$ cat src/rtl/flu_pkg.sv
package flu_pkg;

  localparam int unsigned FLU_OP_W   = 3;
  localparam int unsigned FLU_NUM_OP = 5;

  typedef enum logic [FLU_OP_W-1:0] {
    FLU_AND  = 3'd0,
    FLU_XOR  = 3'd1,
    FLU_IOR  = 3'd2,
    FLU_CLR  = 3'd3,
    FLU_ONOT = 3'd4
  } flu_op_e;

  typedef struct packed {
    logic n;
    logic z;
    logic c;
    logic v;
  } flu_flags_t;

  function automatic logic flu_op_legal(input logic [FLU_OP_W-1:0] code);
    return code < FLU_OP_W'(FLU_NUM_OP);
  endfunction

endpackage

$ cat src/rtl/flu_logic_core.sv
module flu_logic_core
  import flu_pkg::*;
#(
  parameter int unsigned W = 32
) (
  input  logic [W-1:0]        a_i,
  input  logic [W-1:0]        b_i,
  input  logic [FLU_OP_W-1:0] sel_i,
  output logic [W-1:0]        y_o,
  output logic                legal_o
);

  logic [W-1:0] b_n;
  logic [W-1:0] cand [FLU_NUM_OP];

  assign b_n = ~b_i;

  // one candidate vector per operation code
  for (genvar k = 0; k < FLU_NUM_OP; k++) begin : g_cand
    if (k == int'(FLU_AND)) begin : g_and
      assign cand[k] = a_i & b_i;
    end else if (k == int'(FLU_XOR)) begin : g_xor
      assign cand[k] = a_i ^ b_i;
    end else if (k == int'(FLU_IOR)) begin : g_ior
      assign cand[k] = a_i | b_i;
    end else if (k == int'(FLU_CLR)) begin : g_clr
      assign cand[k] = a_i & b_n;
    end else begin : g_onot
      assign cand[k] = a_i | b_n;
    end
  end

  assign legal_o = flu_op_legal(sel_i);

  always_comb begin
    y_o = '0;
    for (int i = 0; i < FLU_NUM_OP; i++) begin
      if (sel_i == FLU_OP_W'(i)) y_o = cand[i];
    end
  end

endmodule

$ cat src/rtl/flu_zero_detect.sv
module flu_zero_detect #(
  parameter int unsigned W     = 32,
  parameter int unsigned CHUNK = 8
) (
  input  logic [W-1:0] d_i,
  output logic         zero_o
);

  localparam int unsigned NCH  = (W + CHUNK - 1) / CHUNK;
  localparam int unsigned PADW = NCH * CHUNK;

  logic [PADW-1:0] pad;
  logic [NCH-1:0]  any;

  always_comb begin
    pad        = '0;
    pad[W-1:0] = d_i;
  end

  for (genvar g = 0; g < NCH; g++) begin : g_chunk
    assign any[g] = |pad[g*CHUNK +: CHUNK];
  end

  assign zero_o = ~|any;

endmodule

$ cat src/rtl/flu_flag_reg.sv
module flu_flag_reg
  import flu_pkg::*;
(
  input  logic       clk_i,
  input  logic       rst_i,
  input  logic       load_i,
  input  logic       n_d_i,
  input  logic       z_d_i,
  input  logic       c_d_i,
  output flu_flags_t q_o
);

  flu_flags_t q;

  always_ff @(posedge clk_i) begin
    if (rst_i) begin
      q <= '0;
    end else if (load_i) begin
      q.n <= n_d_i;
      q.z <= z_d_i;
      q.c <= c_d_i;
      // overflow is left as it is
    end
  end

  assign q_o = q;

endmodule

$ cat src/rtl/flag_logic_unit.sv
module flag_logic_unit
  import flu_pkg::*;
#(
  parameter int unsigned W     = 32,
  parameter int unsigned CHUNK = 8
) (
  input  logic                clk_i,
  input  logic                rst_i,
  input  logic                stb_i,
  input  logic                setf_i,
  input  logic [FLU_OP_W-1:0] op_i,
  input  logic [W-1:0]        opa_i,
  input  logic [W-1:0]        opb_i,
  input  logic                shc_i,
  output logic [W-1:0]        res_o,
  output logic                flag_n_o,
  output logic                flag_z_o,
  output logic                flag_c_o,
  output logic                flag_v_o
);

  localparam int unsigned MSB = W - 1;

  logic       legal;
  logic       res_zero;
  logic       load;
  flu_flags_t flags;

  flu_logic_core #(.W(W)) u_core (
    .a_i     (opa_i),
    .b_i     (opb_i),
    .sel_i   (op_i),
    .y_o     (res_o),
    .legal_o (legal)
  );

  flu_zero_detect #(.W(W), .CHUNK(CHUNK)) u_zdet (
    .d_i    (res_o),
    .zero_o (res_zero)
  );

  assign load = stb_i & setf_i & legal;

  flu_flag_reg u_flags (
    .clk_i  (clk_i),
    .rst_i  (rst_i),
    .load_i (load),
    .n_d_i  (res_o[MSB]),
    .z_d_i  (res_zero),
    .c_d_i  (shc_i),
    .q_o    (flags)
  );

  assign flag_n_o = flags.n;
  assign flag_z_o = flags.z;
  assign flag_c_o = flags.c;
  assign flag_v_o = flags.v;

endmodule

$ cat config.mk
export PLATFORM = sky130hd
export DESIGN_NAME = flag_logic_unit
export DESIGN_NICKNAME = d
export VERILOG_FILES = /design/src/rtl/flu_pkg.sv /design/src/rtl/flu_logic_core.sv /design/src/rtl/flu_zero_detect.sv /design/src/rtl/flu_flag_reg.sv /design/src/rtl/flag_logic_unit.sv
export SDC_FILE = /design/constraint.sdc
export NUM_CORES = 1
export LEC_CHECK = 0
export ABC_AREA = 1
export BUFFER_PORTS_ARGS = -buffer_cell sky130_fd_sc_hd__buf_2
export CORE_UTILIZATION = 54
export CTS_CLUSTER_SIZE = 25
export DETAILED_ROUTE_END_ITERATION = 10
export PLACE_DENSITY = 0.83
export SLEW_MARGIN = 25
export SYNTH_ARGS = -nofsm -noshare
export SYNTH_HDL_FRONTEND = slang
export SYNTH_SLANG_ARGS = --single-unit
$ cat constraint.sdc
create_clock -name clk_i -period 1.91 [get_ports clk_i]
set_input_delay 0.2865 -clock clk_i [delete_from_list [all_inputs] [get_ports clk_i]]
set_output_delay 0.2865 -clock clk_i [all_outputs]
set_load 0.03 [all_outputs]
==> summary.md, run 1 <==
| Metric | Value |
|---|---|
| Global-route wire length before repair | 15900 um |
| Layout Utilization | 68.9% |
| Die W | 83.8 um |
| Post-synthesis sequential area ratio | 1.66% |
| Initial DRC Count | 110 |
| Synthesized flop and latch total | 3 |
| Via/cell ratio | 5.07 |
| Cell taking the most area after synthesis | ha_1 |
| Startpoint types | primary input |
| Largest net degree at the start of global routing | 25 |
| Synth Area per Inst | 6.04 um^2 |
| Mux share of post-synthesis cell area | 0% |
| Syn_nets | 798 |
| Routability congestion estimate | 0.839 |
| Post-Synth XOR/XNOR Area | 0% |
| CP Buf/Inv Count | 5 |
| P per Cell Area | 262 mW/mm^2 |
| Fmax | 544 MHz |
| Critical Path Fanout Max | 6 |
| Vias in the first global route | 3734 |
| Row count | 29 |
| Total number of vias | 3978 |
| Final Max Tran Viols | 0 |
| Placed instance area | 0.00435 mm^2 |
| Global route total overflow | 0 |
| Routed Antenna Nets | 0 |
| VDD IR max | 178 uV |
| Critical Path AT | 1.55 ns |
| # IOs | 108 |
| Initial Utilization | 56.5% |
| Final Hold Viols | 0 |
| Main synth FF type | dfxtp_1 |
| Crit-path cells | buf_2 -> buf_4 -> nand2_1 -> nor2_1 -> buf_4 -> and2_1 -> nor3_1 -> inv_1 -> buf_2 |
| Synth cell count leaders | 142 x nand2_1, 128 x ha_1, 118 x inv_1 |
| Area share of the largest cell type after synthesis | 44.4% |
| R2r worst-path depth | 4 |
| Pre-antenna DRT Iters | 5 |
| # setup viols final | 0 |
| Post-DP HPWL | 7750 um |
| Post-synth EDFFs | 0 |
| Library cells used by synthesis | 20 |
| CP max stage delay | 0.29 ns |
| Sink Count | 3 |
| Clk_skew | 0 ns |
| # hold bufs at CTS | 0 |
| Max reg flops | 3 |
| Synth Area in Compound Gates | 1.25% |
| Pleak | 3.00 nW |
| Status | finished clean |
| Worst Setup Path Type | primary input to output port |
| CP top delay family | buffers and inverters |
| Diodes inserted | 0 |
| Top-count cell post-synth | nand2_1 |
| DRC errors left | 0 |
| Layout cell share with drive strength beyond 1 | 20.7% |
| Clock transition at path regs | 0.03 ns |
| MaxCap Viol Count | 0 |
| Hold Path Cell Cnt | 2 |
| Number of port buffers | 106 |
| Final min period | 1.84 ns |
| Skew-Pair Late Insertion Delay | 0.22 ns |
| Largest family of logic cells by synthesized area | adder cells |
| Syn Std Cell Area | 0.00361 mm^2 |
| Max clock buf depth | 2 |
| Final worst-path cycle share | 96.3% |
| H-tree depth | 1 |
| Core area | 0.00639 mm^2 |
| Initial antenna violation count | 0 |
| Total global-route track usage | 26.8% |
| Die area | 0.00702 mm^2 |
| Ranking of synthesized cells by area | ha_1 44%, nand2_1 15%, inv_1 12% |
| WL/cell | 12.0 um |
| Synth warn | 0 |
| Area growth syn-to-layout | 22.0% |
| Cell count after synthesis | 598 |
| Post-synthesis adder-cell area fraction | 44.4% |
| Clock tree root buffer cell | clkbuf_8 |
| Finished Cell Area | 0.00440 mm^2 |
| Critical Path Slowest Stage Cell | nor3_1 |
| Hold Crit Class | primary input to flip-flop |
| Final wirelength | 9430 um |
| # nets final | 908 |
| Die Height | 83.8 um |
| Simple-gate portion of the synthesized area | 37.0% |
| WP depth | 9 |
| Asr flop ratio synth | 0% |
| Critical path required time | 1.62 ns |
| CTS buffer count | 3 |
| Type of element capturing the critical path | output port |
| CTS tree | yes |
| RSZ-0062 raised after global routing | true |
[repair_timing]
action	in CTS	in global routing
buffers inserted	0	0
setup endpoints to repair	0	4
gates resized for setup	0	4
[cell families after synthesis]
kind of cell	count (synthesis)
buf+inv	145
compound gates	8
other cells	1
flops	3
fa+ha+maj	128
simple gates	313
[cell type report]
cell class	count	area (um^2)
clock buffer	4	45.0
fill	575	1980
inverter	122	460
multi-input combinational	450	2990
sequential	3	60.1
tap	77	96.3
timing repair buffer	128	754
[cell usage in the layout, fill, tap and decap left out, drive strengths merged]
master  instances
dfxtp           3
nor2           83
clkbuf          6
a21oi           2
or2             9
ha            128
nand3          50
conb            1
and2            1
inv           122
nand4          27
nand2         142
o211a           1
o21ai           5
buf           126
nor3            1
[final timing paths]
kind | endpoint | startpoint | slack (ns)
worst min register to register | u_flags.q_o[1] | u_flags.q_o[1] | 0.46
worst min-delay path | u_flags.q_o[2] | rst_i | 0.28
worst max-delay path | res_o[5] | op_i[1] | 0.07
worst max register to register | u_flags.q_o[3] | u_flags.q_o[3] | 1.27
[metrics by stage]
step	power, mW	hold WS [ns]	setup TNS [ns]	setup slack, ns	instances
4_1_cts	1.15	0.268	0	0.0713	784
6_report	1.15	0.277	0	0.0704	784
3_3_place_gp	0.923	0.447	0	0.00257	780
5_1_grt	1.26	0.289	-0.00733	-0.00733	784
3_5_place_dp	0.952	0.460	-0.0198	-0.0198	780
2_1_floorplan	0.620	0.356	0	0.0626	598
[routing by layer]
metal	track usage, %	routed length (um)
met1	31.1	4020
met4	10.0	242
met2	50.8	4730
met5	0	0
met3	1.58	431
[where the power goes]
part / leakage, nW / internal, mW / total (mW) / switching, mW
sequential: 0.0244 / 0.0652 / 0.0663 / 0.00105
combinational: 2.95 / 0.307 / 0.895 / 0.588
clock: 0.0228 / 0.143 / 0.190 / 0.0469
total: 3.00 / 0.515 / 1.15 / 0.636
Note: power is estimated with default switching activity, not from simulation.
==> run 2, diff against run 1 <==
--- a/config.mk
+++ b/config.mk
@@ -11,6 +11,8 @@
 export CTS_CLUSTER_SIZE = 25
 export DETAILED_ROUTE_END_ITERATION = 10
 export PLACE_DENSITY = 0.83
+export RECOVER_POWER = 100
+export SETUP_SLACK_MARGIN = 0.02
 export SLEW_MARGIN = 25
 export SYNTH_ARGS = -nofsm -noshare
 export SYNTH_HDL_FRONTEND = slang
==> summary.md, run 2 (synthesized netlist as in run 1, its figures left out) <==
| Metric | Value |
|---|---|
| Status | finished clean |
| Routability congestion estimate | 0.839 |
| Skew-Pair Late Insertion Delay | 0.22 ns |
| Overall power | 1.15 mW |
| Row count | 29 |
| # hold bufs at CTS | 0 |
| Final Hold Viols | 0 |
| DRC errors left | 0 |
| Global-route wire length before repair | 15900 um |
| Reg2Reg Setup Slack | 1.27 ns |
| # setup viols final | 0 |
| VDD IR max | 177 uV |
| Initial DRC Count | 134 |
| Sink Count | 3 |
| Most common cell after layout, fill and taps aside | nand2_1 |
| Clock tree root buffer cell | clkbuf_8 |
| # IOs | 108 |
| Worst r2r src | u_flags.q_o[3] |
| Fmax | 553 MHz |
| # nets final | 908 |
| Startpoint types | primary input |
| Core area | 0.00639 mm^2 |
| Post-DP HPWL | 7750 um |
| Type of element capturing the critical path | output port |
| Via/cell ratio | 5.03 |
| Final wirelength | 9410 um |
| Hold Crit Class | primary input to flip-flop |
| Placed instance area | 0.00435 mm^2 |
| Most frequent cells in the layout | 141 x nand2_1, 128 x ha_1, 118 x inv_1, 81 x nor2_1, 76 x buf_2 |
| Number of port buffers | 106 |
| Critical path required time | 1.62 ns |
| Routed Antenna Nets | 0 |
| Total number of vias | 3940 |
| Pleak | 2.98 nW |
| Total global-route track usage | 26.8% |
| CTS tree | yes |
| H-tree depth | 1 |
| Placed cells | 780 |
| Clk_skew | 0 ns |
| Final worst-path cycle share | 94.7% |
| Critical Path AT | 1.52 ns |
| Finished Cell Area | 0.00441 mm^2 |
| Die W | 83.8 um |
| MaxCap Viol Count | 0 |
| RSZ-0062 raised after global routing | true |
| Global route total overflow | 0 |
| P per Cell Area | 262 mW/mm^2 |
| CTS buffer count | 3 |
| R2r endpoint | u_flags.q_o[3] |
| Final Max Tran Viols | 0 |
| WL/cell | 12.0 um |
| Initial Utilization | 56.5% |
| Post-Layout Cell Count | 784 |
| Layout cell share with drive strength beyond 1 | 20.5% |
| R2r worst-path depth | 4 |
| Max reg flops | 3 |
| Initial antenna violation count | 0 |
| Die Height | 83.8 um |
| Max clock buf depth | 2 |
| Fillcell total | 575 |
| Largest net degree at the start of global routing | 25 |
| Hold WS | 0.276 ns |
| Critical Path Fanout Max | 6 |
| Diodes inserted | 0 |
| Hold EP | u_flags.q_o[2] |
| Final min period | 1.81 ns |
| Hold Startpoint | rst_i |
| Area growth syn-to-layout | 22.1% |
| Clock transition at path regs | 0.03 ns |
| Vias in the first global route | 3734 |
| Hold Path Cell Cnt | 2 |
| Worst Setup Path Type | primary input to output port |
| Pre-antenna DRT Iters | 4 |
| Die area | 0.00702 mm^2 |
| Layout Utilization | 69.0% |
## run 2: cell count changes in the layout (fill, tap and decap cells not counted), sizes merged
cell,previous run,this run
clkbuf,6,34
buf,126,98
## run 2: layout make-up
type                    count  area, um^2  share of cell area (%)
clock buffers               4        45.0                    1.02
inverters                 122         460                    10.4
multi-input cells         450        2990                    67.9
flip-flops and latches      3        60.1                    1.36
well taps                  77        96.3                    2.19
repair buffers            128         751                    17.0
## run 2: worst max path at each step
| stage | from | to | cells after the start | slack (ns) |
|---|---|---|---|---|
| finish | op_i[1] | res_o[19] | 12 | 0.10 |
| global route | op_i[0] | res_o[10] | 10 | 0.006 |
| CTS | op_i[1] | res_o[5] | 9 | 0.07 |
| detailed placement | op_i[1] | u_flags.q_o[2] | 13 | -0.02 |
| global placement | op_i[1] | u_flags.q_o[2] | 13 | 0.003 |
| floorplan | op_i[1] | u_flags.q_o[2] | 13 | 0.06 |
## run 2: what timing repair did
| item | 4_1_cts | 5_1_grt |
|---|---|---|
| buffers inserted | 0 | 0 |
| endpoints found under the setup margin | 0 | 8 |
| resized for setup | 0 | 8 |
## run 2: routing by layer
layer	up-vias	track usage [%]	part of all wire, %	wire length (um)
li1	2026	-	-	-
met1	1763	31.1	43	4010
met2	129	50.8	51	4780
met3	22	1.58	4.3	405
met4	0	10.0	2.3	212
met5	-	0	0	0
## run 2: power by group
group | internal, mW | switching, mW
Sequential | 0.0652 | 0.00107
Clock | 0.143 | 0.0474
Combinational | 0.306 | 0.590
## run 2: per-stage QoR
step / TNS [ns] / setup slack, ns
3_3_place_gp: 0 / 0.00257
5_1_grt: 0 / 0.00635
6_report: 0 / 0.101
2_1_floorplan: 0 / 0.0626
4_1_cts: 0 / 0.0713
3_5_place_dp: -0.0198 / -0.0198
## run 2: worst max-delay path, stage by stage
cell	delay (ns)
buf_2	0.14
buf_4	0.17
nand2_1	0.08
nor2_1	0.15
buf_4	0.16
nand2_1	0.04
nand2_1	0.05
inv_1	0.04
nand2_1	0.06
nand2_1	0.09
inv_1	0.06
clkbuf_2	0.19
==> run 3, diff against run 2 <==
--- a/config.mk
+++ b/config.mk
@@ -7,10 +7,14 @@
 export LEC_CHECK = 0
 export ABC_AREA = 1
 export BUFFER_PORTS_ARGS = -buffer_cell sky130_fd_sc_hd__buf_2
-export CORE_UTILIZATION = 54
+export CELL_PAD_IN_SITES_DETAIL_PLACEMENT = 1
+export CELL_PAD_IN_SITES_GLOBAL_PLACEMENT = 1
+export CORE_ASPECT_RATIO = 0.6
+export CORE_MARGIN = 4
+export CORE_UTILIZATION = 36
 export CTS_CLUSTER_SIZE = 25
 export DETAILED_ROUTE_END_ITERATION = 10
-export PLACE_DENSITY = 0.83
+export PLACE_DENSITY_LB_ADDON = 0.1
 export RECOVER_POWER = 100
 export SETUP_SLACK_MARGIN = 0.02
 export SLEW_MARGIN = 25
==> summary.md, run 3 (synthesized netlist as in run 1, its figures left out) <==
| Metric | Value |
|---|---|
| Most frequent cells in the layout | 135 x nand2_1, 128 x ha_1, 115 x inv_1, 77 x nor2_1, 74 x buf_2 |
| Initial DRC Count | 135 |
| WL/cell | 15.5 um |
| Total number of vias | 4170 |
| Critical path required time | 1.62 ns |
| Max reg flops | 3 |
| Most common cell after layout, fill and taps aside | nand2_1 |
| Initial antenna violation count | 0 |
| Die Height | 85.6 um |
| Clk_skew | 0 ns |
| DRC errors left | 0 |
| Sink Count | 3 |
| H-tree depth | 1 |
| Die W | 137 um |
| Max clock buf depth | 2 |
| Final TNS setup | 0 ns |
| Area growth syn-to-layout | 34.6% |
| Register Area | 60.1 um^2 |
| CTS tree | yes |
| Routability congestion estimate | 0.797 |
| Initial Utilization | 38.2% |
| Startpoint types | primary input |
| Multi-input logic area | 0.00307 mm^2 |
| Layout Utilization | 51.4% |
| Final worst-path cycle share | 96.7% |
| Worst Setup Path Type | primary input to output port |
| MaxCap Viol Count | 0 |
| Type of element capturing the critical path | output port |
| Via/cell ratio | 4.86 |
| Total global-route track usage | 21.6% |
| # nets final | 929 |
| Core area | 0.00946 mm^2 |
| Routed Antenna Nets | 0 |
| Fillcell total | 1371 |
| Layout cell share with drive strength beyond 1 | 25.0% |
| Largest net degree at the start of global routing | 23 |
| Clock transition at path regs | 0.04 ns |
| # setup viols final | 0 |
| Clock tree root buffer cell | clkbuf_16 |
| VDD IR max | 243 uV |
| RSZ-0062 raised after global routing | true |
| Critical Path Fanout Max | 5 |
| Pleak | 3.14 nW |
| Overall power | 1.47 mW |
| Global route total overflow | 0 |
| P per Cell Area | 304 mW/mm^2 |
| Skew-Pair Late Insertion Delay | 0.23 ns |
| CTS buffer count | 3 |
| Critical Path AT | 1.56 ns |
| Hold Crit Class | primary input to flip-flop |
| Diodes inserted | 0 |
| Row count | 27 |
| Post-DP HPWL | 10500 um |
| Die area | 0.0117 mm^2 |
| Placed instance area | 0.00449 mm^2 |
| Global-route wire length before repair | 21000 um |
| Finished Cell Area | 0.00486 mm^2 |
| Final wirelength | 13300 um |
| Final min period | 1.85 ns |
| Pre-antenna DRT Iters | 4 |
| Vias in the first global route | 4285 |
| Number of port buffers | 106 |
| # IOs | 108 |
| Fmax | 541 MHz |
| Final Max Tran Viols | 0 |
| Status | finished clean |
| Final Hold Viols | 0 |
[run 3: layout make-up]
| type | count | area share [%] |
|---|---|---|
| Clock buffer | 4 | 1.62 |
| Inverter | 122 | 9.58 |
| Multi-Input combinational cell | 450 | 63.2 |
| Sequential cell | 3 | 1.24 |
| Tap cell | 130 | 3.35 |
| Timing Repair Buffer | 148 | 20.9 |
| Timing Repair inverter | 1 | 0.154 |
[run 3: path summary, 6_finish.rpt]
check / startpoint / endpoint / slack [ns] / depth (start not counted)
worst max-delay path: op_i[1] / res_o[19] / 0.06 / 12
worst min-delay path: rst_i / u_flags.q_o[2] / 0.27 / 2
worst max register to register: u_flags.q_o[3] / u_flags.q_o[3] / 1.26 / 4
worst min register to register: u_flags.q_o[1] / u_flags.q_o[1] / 0.46 / 2
[run 3: metal layers]
layer	share of wire (%)	GRT usage, %	vias up
met4	1.1	3.89	0
li1	-	-	2064
met5	0	0	-
met2	46	37.0	115
met1	48	29.5	1977
met3	4.6	2.40	14
[run 3: power by group]
| group | internal, mW | switching, mW |
|---|---|---|
| logic | 0.388 | 0.673 |
| registers | 0.0652 | 0.00112 |
| clock network | 0.277 | 0.0707 |
[run 3: repair_timing]
action / in CTS / in global routing
hold buffers: 0 / 0
cloned: 0 / 2
resized for setup: 11 / 65
pin swaps: 0 / 7
setup endpoints to repair: 26 / 32
setup buffers: 3 / 7
[run 3: critical path, cell delays in order]
cell      delay [ns]
buf_6           0.12
buf_12          0.13
nor2_4          0.17
buf_6           0.12
buf_6           0.12
nand3_1         0.07
nand2_1         0.08
nor2_1          0.04
nand2_1         0.05
nand2_1         0.09
inv_1           0.08
clkbuf_4        0.19
[run 3: stage by stage]
stage	instances	worst slack, ns	hold slack [ns]
floorplan	598	0.0626	0.356
global placement	842	-0.0806	0.446
detailed placement	842	-0.0837	0.456
CTS	849	0.0109	0.275
global route	858	-0.0204	0.273
finish	858	0.0633	0.272
